==> config.mk <==
export PLATFORM = sky130hd
export DESIGN_NAME = edge_capture_chan
export DESIGN_NICKNAME = d
export VERILOG_FILES = /design/src/rtl/edge_capture_chan.sv
export SDC_FILE = /design/constraint.sdc
export NUM_CORES = 1
export LEC_CHECK = 0
export ABC_CLOCK_PERIOD_IN_PS = 3340
export BUFFER_PORTS_ARGS = -buffer_cell sky130_fd_sc_hd__buf_4
export CAP_MARGIN = 25
export CORE_UTILIZATION = 30
export DETAILED_ROUTE_END_ITERATION = 7
export GPL_ROUTABILITY_DRIVEN = 0
export GPL_TIMING_DRIVEN = 0
export SYNTH_ARGS = -nofsm -noshare
export SYNTH_HDL_FRONTEND = slang
export SYNTH_SLANG_ARGS = --single-unit
==> constraint.sdc <==
create_clock -name clk -period 3.34 [get_ports clk]
set_clock_uncertainty 0.1 [all_clocks]
set_input_delay 0.334 -clock clk [delete_from_list [all_inputs] [get_ports clk]]
set_output_delay 0.334 -clock clk [all_outputs]
set_load 0.01 [all_outputs]
==> src/rtl/edge_capture_chan.sv <==
module edge_capture_chan #(
  parameter int CNT_W  = 16,
  parameter int DATA_W = 32
) (
  input  logic              clk,
  input  logic              rst_n,
  input  logic              wr_en,
  input  logic [1:0]        wr_addr,
  input  logic [DATA_W-1:0] wr_data,
  input  logic [1:0]        rd_addr,
  output logic [DATA_W-1:0] rd_data,
  input  logic [CNT_W-1:0]  cnt_val,
  input  logic              cap_in,
  output logic              irq
);

  localparam logic [1:0] A_CTRL = 2'd0;
  localparam logic [1:0] A_STAT = 2'd1;
  localparam logic [1:0] A_RISE = 2'd2;
  localparam logic [1:0] A_FALL = 2'd3;

  logic sync1, sync2, prev;
  logic en_q, inv_q, rie_q, fie_q;
  logic rflag, fflag, iflag;
  logic [CNT_W-1:0] rise_val, fall_val;

  wire up       = ~prev & sync2;
  wire dn       = prev & ~sync2;
  wire rise_evt = en_q & (inv_q ? dn : up);
  wire fall_evt = en_q & (inv_q ? up : dn);
  wire ctrl_wr  = wr_en && (wr_addr == A_CTRL);
  wire stat_wr  = wr_en && (wr_addr == A_STAT);
  wire [2:0] clr = stat_wr ? wr_data[2:0] : 3'b000;

  logic unused_bits;
  assign unused_bits = ^wr_data[DATA_W-1:4];

  always_ff @(posedge clk or negedge rst_n)
    if (!rst_n) {sync1, sync2, prev} <= 3'b000;
    else        {sync1, sync2, prev} <= {cap_in, sync1, sync2};

  always_ff @(posedge clk or negedge rst_n)
    if (!rst_n)       {fie_q, rie_q, inv_q, en_q} <= 4'b0000;
    else if (ctrl_wr) {fie_q, rie_q, inv_q, en_q} <= wr_data[3:0];

  always_ff @(posedge clk or negedge rst_n)
    if (!rst_n) begin
      rise_val <= '0;
      fall_val <= '0;
    end else begin
      if (rise_evt) rise_val <= cnt_val;
      if (fall_evt) fall_val <= cnt_val;
    end

  always_ff @(posedge clk or negedge rst_n)
    if (!rst_n) begin
      rflag <= 1'b0;
      fflag <= 1'b0;
      iflag <= 1'b0;
    end else begin
      rflag <= rise_evt | (rflag & ~clr[0]);
      fflag <= fall_evt | (fflag & ~clr[1]);
      iflag <= (rise_evt & rie_q) | (fall_evt & fie_q) | (iflag & ~clr[2]);
    end

  assign irq = iflag & en_q;

  always_comb begin
    rd_data = '0;
    case (rd_addr)
      A_CTRL:  rd_data[3:0]       = {fie_q, rie_q, inv_q, en_q};
      A_STAT:  rd_data[2:0]       = {iflag, fflag, rflag};
      A_RISE:  rd_data[CNT_W-1:0] = rise_val;
      default: rd_data[CNT_W-1:0] = fall_val;
    endcase
  end

  AST_RISE_LOAD: assert property (@(posedge clk) disable iff (!rst_n)
    rise_evt |=> (rise_val == $past(cnt_val)) && rflag);

  AST_FALL_LOAD: assert property (@(posedge clk) disable iff (!rst_n)
    fall_evt |=> (fall_val == $past(cnt_val)) && fflag);

  AST_HOLD_OFF: assert property (@(posedge clk) disable iff (!rst_n)
    !en_q |=> $stable(rise_val) && $stable(fall_val) && !$rose(rflag) && !$rose(fflag));

  AST_SET_WINS: assert property (@(posedge clk) disable iff (!rst_n)
    (rise_evt && stat_wr && wr_data[0]) |=> rflag);

  AST_INT_CAUSE: assert property (@(posedge clk) disable iff (!rst_n)
    $rose(iflag) |-> $past((rise_evt && rie_q) || (fall_evt && fie_q)));

endmodule

Word level (Yosys, flattened, before mapping)
Cells that the tools add are included.
{"block": "op_classes", "eq_ne": 3, "n_mux": 6, "bitwise_logic": 19, "reduce_logical": 5}
{"op": "case mux 12 bit (2 select lines)", "count": 1}
{"op": "AND 1 bit", "count": 10}
{"op": "case mux 3 bit (3 select lines)", "count": 1}
{"op": "NOT 1 bit", "count": 5}
{"op": "== test 2 x 1 -> 1 bit (second input constant)", "count": 2}
{"op": "zero test 2 bit", "count": 2}
{"op": "OR 1 bit", "count": 4}
{"op": "two-way mux 3 bit", "count": 1}
{"op": "case mux 1 bit (3 select lines)", "count": 1}
{"op": "== test 2 bit (second input constant)", "count": 1}
{"op": "logical AND 1 bit", "count": 2}
{"op": "two-way mux 1 bit", "count": 2}
{"op": "OR reduction 2 bit", "count": 1}
{"block": "totals", "register_bits": 42, "input_bits": 56, "out_inout_bits": 33, "word_cells": 45}

Longest topological paths before layout
{"block": "depth", "ltp_word": 7, "depth_mapped": 4, "ltp_nobuf": 3}

Worst setup path before layout
OpenSTA, ideal clock, no wires.
{"block": "synth_timing", "kind": "flip-flop to flip-flop", "start": "reg inv_q", "end": "reg fall_val[10]", "setup_time_ns": 0.125, "arrival_time_ns": 1.562, "required_ns": 3.115, "path_slack_ns": 1.553, "stages_incl_launch_ff": 5, "path_buffers": 1, "period_less_slack_ns": 1.787, "path_cell_list": "dfrtp_1 -> or3b_4 -> a21boi_4 -> buf_12 -> mux2_4"}
{"block": "synth_via", "elab_chain_cells": 2}
{"element": "start: declaration", "line_no": "23", "text": "logic en_q, inv_q, rie_q, fie_q;"}
{"element": "start signal: assignment", "line_no": "44", "text": "else if (ctrl_wr) {fie_q, rie_q, inv_q, en_q} <= wr_data[3:0];"}
{"element": "two-way mux 1 bit", "line_no": "30", "text": "wire fall_evt = en_q & (inv_q ? up : dn);"}
{"element": "AND 1 bit", "line_no": "30"}
{"element": "end signal: assignment", "line_no": "52", "text": "if (fall_evt) fall_val <= cnt_val;"}
{"element": "end: declaration", "line_no": "25", "text": "logic [CNT_W-1:0] rise_val, fall_val;"}
No other way between the ends.
A chain may end at the register's enable or synchronous reset.

Worst setup path in the final report
Same ends and word-level chain as after synthesis.

==> impl_results.md <==
* Synth unique cells at 27
* Gr ovfl total at 0
* Worst reg-to-reg setup slack at between 1 and 1.5 ns
* Hold WS at 0.0459 ns
* Startpoint Class: flip-flop
* Setup crit end kind: flip-flop
* Layout area overhead at 27.6%
* Worst Path Max Fanout at 10
* Initial antenna violation count at 0
* Floorplan row count at 29
* Root Driver: clkbuf_8
* Synth warn at 0
* Final nets at ~270
* Clock period minus final worst setup slack at 1.98 ns
* Worst Hold Endpoint: sync1
* Slew margin rel. at 0.529
* CP cell instances: or3b_4 > a21boi_4 > buf_12 > mux2_4
* First-pass iteration count of the detailed router at 8
* Total track usage at 0.121
* Die area at between 7000 and 8000 um2
* Worst ir drop on vdd at around 0.00019 V
* Synth Register Bits at 42
* Synth Instances at approximately 150
* Critical Path RT at 3.42 ns
* Post-DRT Antenna Nets at 0
* Die X at roughly 85 um
* Largest net degree at the start of global routing at 43
* Sequential area share after synthesis at 0.509
* Core footprint at 6490 um2
* Clock buffer depth at 2
* Number of vias per cell at ~4.4
* Final worst path period share at 0.593
* Post-synth top area share at 0.509
* Power per cell area at 664 nW/um2
* Buffer count from post-CTS setup fixing at 0
* Max cap viols at 0
* Starting Density at 0.318
* DR iter-0 viols at 49
* Status: complete, but fails checks
* Mapped Avg Cell Area at 14.1 um2
* Detail Placement HPWL at approximately 2800 um
* Worst Setup Path Type: reg2reg
* Routed len/inst at ~14 um
* Antenna diodes at 0
* Layout cells sized above 1 at 0.524
* Violations in the final reports: design-rule violations
* Hold Path Depth at 1
* Reg-to-reg endpoint: fall_val[10]
* Vias in the first global route at 1320
* Hold Path Class: in2reg
* Drc violations at 7
* Peak Freq at 0.505 GHz
* Fin. Hold Viols at 0
* Max Slew Vio Count at 0
* I/O Pins at a little under 90
* H-tree lvl count at 2
* Vias at approximately 1300
* Leakage at ~1.3 nW
* IO buf count at 42
* Final wirelength at about 4000 um
* TritonCTS Buffers at 5
* Die Height at 85.0 um
* First-pass GRT wire length at 6560 um
* Mapped Area at 2070 um2
* Unrepaired setup endpoints after global routing: false
* Cell accounting for the most synthesized area: dfrtp_1
* CP max stage cell: dfrtp_1
* Setup_tns at 0 ns
* Worst stage delay on the critical path at 0.43 ns
* Worst Reg-to-Reg Cells at 4
* # clock sinks at between 40 and 50
* CTS tree: built
* Area contributors post-synth: dfrtp_1 51%, mux2_2 15%, mux2i_1 6.3%
* Arr. time, crit path at approximately 2 ns
* Clk slew on worst S/H paths at ~0.08 ns
* Worst R2R Start: inv_q
* Setup-failing EPs final at 0
* Slew @ Worst Pin at 0.704 ns
* HP Start: cap_in
* Clk_lat worst skew at between 0.2 and 0.3 ns
[cells in the final DEF (no fill, tap or decap)]
cell type	count
a21boi_0	1
a21boi_4	1
a21o_1	1
a21o_2	1
a221o_2	1
and2_1	1
and3b_1	1
buf_12	1
buf_2	3
buf_4	58
clkbuf_1	3
clkbuf_8	6
clkinv_2	1
conb_1	16
dfrtp_1	42
dlygate4sd3_1	1
mux2_2	28
mux2_4	8
mux2i_1	13
mux4_1	1
mux4_2	2
nand2_1	3
nand3_1	1
nand3b_1	1
nand4b_1	1
nand4bb_1	1
nor2b_1	12
nor3b_1	1
o21ai_0	1
or3b_4	1
[where the power goes]
part	switching [mW]	total, mW	internal [mW]	leakage [nW]
Combinational	0.207	0.584	0.377	0.714
Sequential	0.110	0.828	0.718	0.494
Clock	0.171	0.338	0.167	0.0482
Total	0.488	1.75	1.26	1.26
[cells by family (layout without fill, tap and decap cells)]
family | count (synthesis) | in the layout | synth area share
other | 1 | 16 | 0.00182
muxes | 52 | 52 | 0.308
and+or+nand+nor | 23 | 23 | 0.0739
buffers and inverters | 22 | 73 | 0.0787
AOI/OAI and AO/OA | 6 | 6 | 0.0285
DFF | 42 | 42 | 0.509
[Yosys cell counts]
library cell and number:
mux2_4 8, nand2_1 3, buf_12 1, nor3b_1 1, nand4b_1 1, conb_1 1
and3b_1 1, a21boi_4 1, a221o_2 1, mux4_2 2, mux2i_1 13, clkbuf_1 2
a21boi_0 1, buf_2 3, nand3b_1 1, o21ai_0 1, nand4bb_1 1, nand3_1 1
buf_4 16, a21o_2 1, nor2b_1 12, and2_1 1, dfrtp_1 42, mux2_2 28
a21o_1 1, or3b_4 1, mux4_1 1
[critical path, delay by kind of cell (launching register included)]
family | cells | cell delay [ns]
flip-flops | 1 | 0.43
buffers and inverters | 1 | 0.21
multiplexers | 1 | 0.30
AND/OR/NAND/NOR | 1 | 0.43
AO/OA/AOI/OAI | 1 | 0.39
[per-stage QoR]
step	cells	instance area (um2)	power, mW	utilization	setup WS (ns)
finish	289	2640	1.75	0.406	1.36
global route	289	2640	1.87	0.406	1.26
global placement	280	2530	1.41	0.390	1.36
CTS	289	2640	1.77	0.406	1.34
detailed placement	280	2530	1.43	0.390	1.35
floorplan	161	2120	1.22	-	1.55
[worst max-delay path by stage]
stage                    start      endpoint  slack, ns  cells past startpoint
floorplan                inv_q  fall_val[10]       1.55                      4
global placement    rd_addr[1]    rd_data[3]       1.36                      5
detailed placement       inv_q  fall_val[10]       1.35                      4
CTS                      inv_q  fall_val[10]       1.34                      4
global route        rd_addr[1]    rd_data[3]       1.26                      5
finish                   inv_q  fall_val[10]       1.36                      4
[flip-flops by register name, summed over array words and instances (netlist names)]
register  count
fall_val     16
rise_val     16
en_q          1
fflag         1
fie_q         1
iflag         1
inv_q         1
prev          1
rflag         1
rie_q         1
sync1         1
sync2         1
[final cells by class]
cell class	instances	area, um2
clock buffers	7	86.3
well taps	77	96.3
flip-flops and latches	42	1050
plain buffers	22	163
fillers	640	3860
repair buffers	43	325
multi-input cells	97	908
clock inverters	1	5.00
[repair_timing]
item,in CTS,in global routing
gates resized for setup,0,0
hold buffers,1,0
endpoints found under the hold margin,42,0
[routing by layer]
layer / wire length (um) / GRT usage / vias to the layer above / share of wire
li1: - / - / 612 / -
met1: 1930 / 0.164 / 620 / 0.48
met2: 1860 / 0.187 / 39 / 0.46
met3: 229 / 0.0409 / 2 / 0.057
met4: 15 / 0.0324 / 0 / 0.0037
met5: 0 / 0 / - / 0
Note: power is estimated with default switching activity, not from simulation.
